**src/rtl/flcmd_pkg.sv**
```systemverilog
package flcmd_pkg;
  localparam int REG_W      = 32;
  localparam int IDX_W      = 3;
  localparam int OPC_W      = 8;
  localparam int NA_W       = 3;
  localparam int ND_W       = 5;
  localparam int NB_W       = 4;
  localparam int MAX_ADDR_B = 4;
  localparam int MAX_DATA_B = 8;
  localparam int BUF_W      = 2 * REG_W;

  localparam logic [IDX_W-1:0] IDX_CMD  = 3'd0;
  localparam logic [IDX_W-1:0] IDX_ADDR = 3'd1;
  localparam logic [IDX_W-1:0] IDX_WLO  = 3'd2;
  localparam logic [IDX_W-1:0] IDX_WHI  = 3'd3;
  localparam logic [IDX_W-1:0] IDX_RLO  = 3'd4;
  localparam logic [IDX_W-1:0] IDX_RHI  = 3'd5;

  typedef enum logic [2:0] {
    SEG_IDLE = 3'd0,
    SEG_OPC  = 3'd1,
    SEG_ADR  = 3'd2,
    SEG_DUM  = 3'd3,
    SEG_WR   = 3'd4,
    SEG_RD   = 3'd5,
    SEG_FIN  = 3'd6
  } seg_e;

  typedef struct packed {
    logic [OPC_W-1:0] opcode;
    logic [NA_W-1:0]  n_addr;
    logic [ND_W-1:0]  n_dummy;
    logic [NB_W-1:0]  n_wr;
    logic [NB_W-1:0]  n_rd;
    logic [REG_W-1:0] addr;
    logic [BUF_W-1:0] wdata;
  } cmd_cfg_t;
endpackage

```
**src/rtl/flcmd_regs.sv**
```systemverilog
module flcmd_regs
  import flcmd_pkg::*;
(
  input  logic             clk,
  input  logic             rst,
  input  logic             reg_wr,
  input  logic [IDX_W-1:0] reg_addr,
  input  logic [REG_W-1:0] reg_wdata,
  input  logic             accept,
  input  logic             eng_run,
  input  logic [BUF_W-1:0] rd_buf,
  output cmd_cfg_t         cfg,
  output logic             exec_pend,
  output logic             stat_busy,
  output logic [REG_W-1:0] reg_rdata
);
  localparam int F_NA   = OPC_W;
  localparam int F_ND   = F_NA + NA_W;
  localparam int F_NW   = F_ND + ND_W;
  localparam int F_NR   = F_NW + NB_W;
  localparam int F_EXEC = F_NR + NB_W;
  localparam int F_BUSY = F_EXEC + 1;
  localparam int PAD_W  = REG_W - F_BUSY - 1;

  logic [OPC_W-1:0] opc_q;
  logic [NA_W-1:0]  na_q;
  logic [ND_W-1:0]  nd_q;
  logic [NB_W-1:0]  nw_q, nr_q;
  logic [REG_W-1:0] addr_q, wlo_q, whi_q;
  logic [REG_W-1:0] rd_mux;

  assign stat_busy = exec_pend | eng_run;

  always_ff @(posedge clk) begin
    if (rst) begin
      opc_q     <= '0;
      na_q      <= '0;
      nd_q      <= '0;
      nw_q      <= '0;
      nr_q      <= '0;
      addr_q    <= '0;
      wlo_q     <= '0;
      whi_q     <= '0;
      exec_pend <= 1'b0;
    end else begin
      if (accept) exec_pend <= 1'b0;
      if (reg_wr && !stat_busy) begin
        case (reg_addr)
          IDX_CMD: begin
            opc_q     <= reg_wdata[0 +: OPC_W];
            na_q      <= reg_wdata[F_NA +: NA_W];
            nd_q      <= reg_wdata[F_ND +: ND_W];
            nw_q      <= reg_wdata[F_NW +: NB_W];
            nr_q      <= reg_wdata[F_NR +: NB_W];
            exec_pend <= reg_wdata[F_EXEC];
          end
          IDX_ADDR: addr_q <= reg_wdata;
          IDX_WLO:  wlo_q  <= reg_wdata;
          IDX_WHI:  whi_q  <= reg_wdata;
          default: ;
        endcase
      end
    end
  end

  always_comb begin
    cfg.opcode  = opc_q;
    cfg.n_addr  = (int'(na_q) > MAX_ADDR_B) ? NA_W'(MAX_ADDR_B) : na_q;
    cfg.n_dummy = nd_q;
    cfg.n_wr    = (int'(nw_q) > MAX_DATA_B) ? NB_W'(MAX_DATA_B) : nw_q;
    cfg.n_rd    = (int'(nr_q) > MAX_DATA_B) ? NB_W'(MAX_DATA_B) : nr_q;
    cfg.addr    = addr_q;
    cfg.wdata   = {whi_q, wlo_q};
  end

  always_comb begin
    case (reg_addr)
      IDX_CMD:  rd_mux = {{PAD_W{1'b0}}, stat_busy, exec_pend, nr_q, nw_q, nd_q, na_q, opc_q};
      IDX_ADDR: rd_mux = addr_q;
      IDX_WLO:  rd_mux = wlo_q;
      IDX_WHI:  rd_mux = whi_q;
      IDX_RLO:  rd_mux = rd_buf[0 +: REG_W];
      IDX_RHI:  rd_mux = rd_buf[REG_W +: REG_W];
      default:  rd_mux = '0;
    endcase
  end

  always_ff @(posedge clk) begin
    if (rst) reg_rdata <= '0;
    else     reg_rdata <= rd_mux;
  end
endmodule

```
**src/rtl/flcmd_arb.sv**
```systemverilog
module flcmd_arb (
  input  logic clk,
  input  logic rst,
  input  logic exec_pend,
  input  logic eng_run,
  input  logic ext_rd_req,
  input  logic ext_wr_busy,
  output logic start,
  output logic ext_rd_gnt
);
  assign start = exec_pend & !eng_run & !ext_wr_busy;

  always_ff @(posedge clk) begin
    if (rst) ext_rd_gnt <= 1'b0;
    else     ext_rd_gnt <= ext_rd_req & !ext_wr_busy & !exec_pend & !eng_run;
  end
endmodule

```
**src/rtl/flcmd_spi.sv**
```systemverilog
module flcmd_spi
  import flcmd_pkg::*;
(
  input  logic             clk,
  input  logic             rst,
  input  logic             start,
  input  cmd_cfg_t         cfg,
  input  logic             spi_miso,
  output logic             eng_run,
  output logic [BUF_W-1:0] rd_buf,
  output logic             spi_sclk,
  output logic             spi_cs_n,
  output logic             spi_mosi
);
  seg_e             seg_q, nxt_seg, nb_seg;
  logic [ND_W-1:0]  seg_left, nb_left;
  logic [2:0]       bit_idx, wr_idx, rd_idx, nb_widx;
  logic             half;
  logic [7:0]       sh_out, sh_in, nb_byte;

  function automatic logic [ND_W-1:0] seg_len(seg_e s, cmd_cfg_t c);
    case (s)
      SEG_OPC: return ND_W'(1);
      SEG_ADR: return ND_W'(c.n_addr);
      SEG_DUM: return c.n_dummy;
      SEG_WR:  return ND_W'(c.n_wr);
      SEG_RD:  return ND_W'(c.n_rd);
      default: return '0;
    endcase
  endfunction

  function automatic logic [7:0] byte_for(seg_e s, logic [ND_W-1:0] left,
                                          logic [2:0] widx, cmd_cfg_t c);
    logic [1:0] ai;
    ai = 2'(left - ND_W'(1));
    case (s)
      SEG_OPC: return c.opcode;
      SEG_ADR: return 8'(c.addr >> {ai, 3'b000});
      SEG_WR:  return 8'(c.wdata >> {widx, 3'b000});
      default: return 8'h00;
    endcase
  endfunction

  always_comb begin
    nxt_seg = SEG_FIN;
    for (int k = 5; k >= 2; k--) begin
      if (k > int'(seg_q) && seg_len(seg_e'(3'(k)), cfg) != '0)
        nxt_seg = seg_e'(3'(k));
    end
  end

  always_comb begin
    if (seg_left > ND_W'(1)) begin
      nb_seg  = seg_q;
      nb_left = seg_left - ND_W'(1);
    end else begin
      nb_seg  = nxt_seg;
      nb_left = seg_len(nxt_seg, cfg);
    end
    nb_widx = (seg_q == SEG_WR) ? wr_idx + 3'd1 : wr_idx;
    nb_byte = byte_for(nb_seg, nb_left, nb_widx, cfg);
  end

  assign eng_run = (seg_q != SEG_IDLE);

  always_ff @(posedge clk) begin
    if (rst) begin
      seg_q    <= SEG_IDLE;
      seg_left <= '0;
      bit_idx  <= '0;
      wr_idx   <= '0;
      rd_idx   <= '0;
      half     <= 1'b0;
      sh_out   <= '0;
      sh_in    <= '0;
      rd_buf   <= '0;
      spi_sclk <= 1'b0;
      spi_cs_n <= 1'b1;
      spi_mosi <= 1'b0;
    end else if (seg_q == SEG_IDLE) begin
      if (start) begin
        seg_q    <= SEG_OPC;
        seg_left <= ND_W'(1);
        bit_idx  <= 3'd7;
        wr_idx   <= '0;
        rd_idx   <= '0;
        half     <= 1'b0;
        sh_out   <= cfg.opcode;
        rd_buf   <= '0;
        spi_cs_n <= 1'b0;
        spi_sclk <= 1'b0;
        spi_mosi <= cfg.opcode[7];
      end
    end else if (!half) begin
      half     <= 1'b1;
      spi_sclk <= 1'b1;
      sh_in    <= {sh_in[6:0], spi_miso};
    end else begin
      half     <= 1'b0;
      spi_sclk <= 1'b0;
      if (bit_idx != 3'd0) begin
        bit_idx  <= bit_idx - 3'd1;
        sh_out   <= {sh_out[6:0], 1'b0};
        spi_mosi <= sh_out[6];
      end else begin
        if (seg_q == SEG_RD) begin
          rd_buf[{rd_idx, 3'b000} +: 8] <= sh_in;
          rd_idx <= rd_idx + 3'd1;
        end
        wr_idx <= nb_widx;
        if (nb_seg == SEG_FIN) begin
          seg_q    <= SEG_IDLE;
          spi_cs_n <= 1'b1;
          spi_mosi <= 1'b0;
        end else begin
          seg_q    <= nb_seg;
          seg_left <= nb_left;
          bit_idx  <= 3'd7;
          sh_out   <= nb_byte;
          spi_mosi <= nb_byte[7];
        end
      end
    end
  end
endmodule

```
**src/rtl/flcmd_seq.sv**
```systemverilog
module flcmd_seq
  import flcmd_pkg::*;
(
  input  logic             clk,
  input  logic             rst,
  input  logic             reg_wr,
  input  logic [IDX_W-1:0] reg_addr,
  input  logic [REG_W-1:0] reg_wdata,
  output logic [REG_W-1:0] reg_rdata,
  input  logic             ext_rd_req,
  input  logic             ext_wr_busy,
  output logic             ext_rd_gnt,
  output logic             spi_sclk,
  output logic             spi_cs_n,
  output logic             spi_mosi,
  input  logic             spi_miso
);
  cmd_cfg_t         cfg;
  logic             exec_pend, stat_busy, eng_run, start;
  logic [BUF_W-1:0] rd_buf;

  flcmd_regs u_regs (
    .clk(clk), .rst(rst), .reg_wr(reg_wr), .reg_addr(reg_addr),
    .reg_wdata(reg_wdata), .accept(start), .eng_run(eng_run),
    .rd_buf(rd_buf), .cfg(cfg), .exec_pend(exec_pend),
    .stat_busy(stat_busy), .reg_rdata(reg_rdata)
  );

  flcmd_arb u_arb (
    .clk(clk), .rst(rst), .exec_pend(exec_pend), .eng_run(eng_run),
    .ext_rd_req(ext_rd_req), .ext_wr_busy(ext_wr_busy),
    .start(start), .ext_rd_gnt(ext_rd_gnt)
  );

  flcmd_spi u_spi (
    .clk(clk), .rst(rst), .start(start), .cfg(cfg), .spi_miso(spi_miso),
    .eng_run(eng_run), .rd_buf(rd_buf), .spi_sclk(spi_sclk),
    .spi_cs_n(spi_cs_n), .spi_mosi(spi_mosi)
  );
endmodule

```
**config.mk**
```make
export PLATFORM = sky130hd
export DESIGN_NAME = flcmd_seq
export DESIGN_NICKNAME = d
export VERILOG_FILES = /design/src/rtl/flcmd_pkg.sv /design/src/rtl/flcmd_regs.sv /design/src/rtl/flcmd_arb.sv /design/src/rtl/flcmd_spi.sv /design/src/rtl/flcmd_seq.sv
export SDC_FILE = /design/constraint.sdc
export NUM_CORES = 1
export LEC_CHECK = 0
export BUFFER_PORTS_ARGS = -buffer_cell sky130_fd_sc_hd__clkbuf_2
export CORE_MARGIN = 4
export CORE_UTILIZATION = 45
export CTS_CLUSTER_SIZE = 16
export DETAILED_ROUTE_END_ITERATION = 12
export HOLD_SLACK_MARGIN = 0.1
export SETUP_SLACK_MARGIN = 0.1
export SLEW_MARGIN = 20
export SYNTH_ARGS = -nofsm -noshare
export SYNTH_HDL_FRONTEND = slang
export SYNTH_SLANG_ARGS = --single-unit
export TNS_END_PERCENT = 30
```
**constraint.sdc**
```tcl
create_clock -name clk -period 3.1 [get_ports clk]
set_input_delay 0.775 -clock clk [delete_from_list [all_inputs] [get_ports clk]]
set_output_delay 0.775 -clock clk [all_outputs]
set_load 0.05 [all_outputs]
```
==> metrics.txt <==
Crit Path Max Fanout 10; pin count of the biggest net entering global routing 57; cells after synthesis 1,408; sequential cell area 5060 sq um; final hold vios 0; DR iter-0 viols 1,169; via count 11,000; R2R Setup Slk 250 ps; highest-count cells in the layout ignoring fill and taps nand2_1 (319), dfxtp_1 (253), a21oi_1 (166); pwr/cell area 531 nW/um^2; Finish-stage setup viols 0; YS warnings 0; Clk pwr share 0.457; sequential share of power 0.472; vias in the first global route 10,300; wire length per cell 22.7 um; top-level I/O count 77; Starting Density 0.457; Setup CP Type reg -> reg; Die Y 168 um; Pre-Repair DR Iteration Count 5; commonest non-fill, non-tap cell in the layout nand2_1; die width 168 um; worst skew pair latency 560 ps; DR vias/cell 6.07; worst path required time 3490 ps; post_cts resized 0; H-Tree Depth 1; fin. max-slew vios 0; Max-slew headroom 0.546; mapped cell area 11,500 sq um; CP Launch Type register; number of synthesized flops with an enable pin 0; Crit Reg-Reg Startpoint u_spi.seg_left[1]; post-route ant nets 0; Min-Delay Startpoint spi_miso; Worst-path clk slew 60 ps; Area Overhead vs Synth 16.0%; layout cells sized above 1 0.151; max-cap viol count 0; net switching power 0.00178 W; sequential element share of the synthesized area 0.441; Sw Share 0.251; Synth Area per Inst 8.15 sq um; Num CTS Buffers 28; CTS tree yes; RSZ-0062 raised after global routing no; worst path arrival time 3240 ps; area occupied by multi-input gates 5960 sq um; initial antenna violation count 0; row count 58; DP HPWL 29,400 um; clock sink count 253; Reg-to-Reg End u_spi.sh_out[3]; first-pass GRT wire length 62,600 um; Finished Cell Area 13,300 sq um; # diodes 0; FF+latch count, synth 253; Worst Hold Class in -> reg; Comb power frac 0.071; Pint 0.00530 W; Post-Syn Nets 1,457; Routed WL 41,200 um; Placed Area 12,400 sq um; fillcell total 2,440; Crit. End Element register; Min-Delay Path Depth 3; minimum clock period 2850 ps; Top FF cell, synth dfxtp_1; fmax 351 MHz; IO buf count 76; Unique masters post-synth 68; GRT overflow 0; hold buffers post-CTS 0; core footprint 25,100 sq um; deepest clock path buffer count 3; Crit. Startpoint u_spi.seg_left[1]; run status finished clean; nets 1,516; VDD IR-drop max 0.380 mV; Final Skew 18.7 ps; FFs w/ async S/R, synth 0; R2R cell count 10; part of the cycle the worst path needs 0.919; # DRC 0; setup tns final 0 ps; postcts setup bufs 0; Final GP Congestion 1.00; gr usage total 0.281; Worst-Margin Slew 677 ps; static leakage 4.45 nW; Min-Delay Endpoint u_spi.sh_in[0]; die area 28,100 sq um; root buffer cell clkbuf_16
cell usage after synthesis, types with 7 or more instances:
| cell type | number | area, sq um |
|---|---|---|
| nand2_1 | 319 | 1200 |
| dfxtp_1 | 253 | 5060 |
| a21oi_1 | 166 | 831 |
| a22oi_1 | 147 | 1100 |
| nor2_1 | 104 | 390 |
| clkbuf_1 | 93 | 349 |
| a31oi_1 | 28 | 175 |
| o21ai_0 | 28 | 140 |
| a32oi_1 | 21 | 184 |
| mux2i_1 | 21 | 210 |
| inv_1 | 15 | 56.3 |
| mux2_2 | 13 | 146 |
| nand3_1 | 13 | 65.1 |
| and3_1 | 10 | 62.6 |
| nor4_2 | 9 | 113 |
| a311oi_1 | 8 | 70.1 |
| buf_2 | 8 | 40.0 |
| ha_1 | 8 | 100 |
| nor3_1 | 8 | 40.0 |
| a221oi_1 | 7 | 61.3 |
| o21ai_1 | 7 | 35.0 |
| or2_1 | 7 | 43.8 |
power groups by stage:
stage | Sequential (W) | Clock (W) | Combinational, W
6_report | 0.00334 | 0.00324 | 0.000499
5_1_grt | 0.00334 | 0.00341 | 0.000533
4_1_cts | 0.00334 | 0.00328 | 0.000484
3_5_place_dp | 0.00341 | 0 | 0.000482
3_3_place_gp | 0.00341 | 0 | 0.000483
2_1_floorplan | 0.00340 | 0 | 0.000288
per-layer routing:
metal,track usage,vias up,wire length [um]
met5,0,-,0
met4,0.123,0,1970
met3,0.0364,94,3060
met2,0.444,513,18700
met1,0.388,5238,17500
li1,-,5174,-
worst max-delay path, cell delays in order, from the launching register on:
cell	delay [ps]
dfxtp_1	350
inv_1	110
ha_1	150
o21ba_2	170
nor2_2	430
a22oi_1	320
nand4_1	280
nor3_1	70
buf_4	180
a2111oi_0	460
a311oi_1	160
final cells by class:
| class | count | share of cell area |
|---|---|---|
| clock buffer | 40 | 0.0620 |
| timing repair buffer | 136 | 0.0695 |
| inverter | 15 | 0.00423 |
| multi-input combinational | 1033 | 0.447 |
| clock inverter | 8 | 0.00545 |
| tap | 330 | 0.0310 |
| sequential | 253 | 0.380 |
flip-flops by register name (all words and copies together), names as in the netlist:
| register | flops |
|---|---|
| u_arb.ext_rd_gnt | 1 |
| u_regs.addr_q | 32 |
| u_regs.exec_pend | 1 |
| u_regs.na_q | 3 |
| u_regs.nd_q | 5 |
| u_regs.nr_q | 4 |
| u_regs.nw_q | 4 |
| u_regs.opc_q | 8 |
| u_regs.reg_rdata | 32 |
| u_regs.whi_q | 32 |
| u_regs.wlo_q | 32 |
| u_spi.bit_idx | 3 |
| u_spi.rd_buf | 64 |
| u_spi.rd_idx | 3 |
| u_spi.seg_left | 5 |
| u_spi.seg_q | 3 |
| u_spi.sh_in | 8 |
| u_spi.sh_out | 7 |
| u_spi.spi_cs_n | 1 |
| u_spi.spi_mosi | 1 |
| u_spi.spi_sclk | 1 |
| u_spi.wr_idx | 3 |
metrics by stage:
| stage | total power, W | std cells | hold slack (ps) | util | setup WS (ps) |
|---|---|---|---|---|---|
| floorplan | 0.00369 | 1408 | 432 | - | 556 |
| global placement | 0.00389 | 1764 | 441 | 0.493 | 249 |
| finish | 0.00708 | 1815 | 448 | 0.530 | 250 |
| global route | 0.00729 | 1815 | 454 | 0.530 | 115 |
| CTS | 0.00710 | 1812 | 426 | 0.529 | 224 |
| detailed placement | 0.00389 | 1764 | 446 | 0.493 | 242 |
cell families (layout without fill, tap and decap cells):
kind of cell,count (synthesis),count (layout),synth area share
compound gates,461,461,0.266
buf+inv,122,199,0.0425
flops,253,253,0.441
simple gates,515,515,0.195
mux,42,42,0.0409
xor+xnor,7,7,0.00534
fa+ha+maj,8,8,0.00873
worst max path at each step:
stage | to | slack, ps
floorplan | u_spi.sh_out[5] | 560
detailed placement | u_spi.sh_out[6] | 240
global placement | u_spi.sh_out[6] | 250
CTS | u_spi.sh_out[6] | 220
global route | u_spi.sh_out[5] | 120
finish | u_spi.sh_out[3] | 250
No activity file was read; power rests on OpenSTA's default activity.
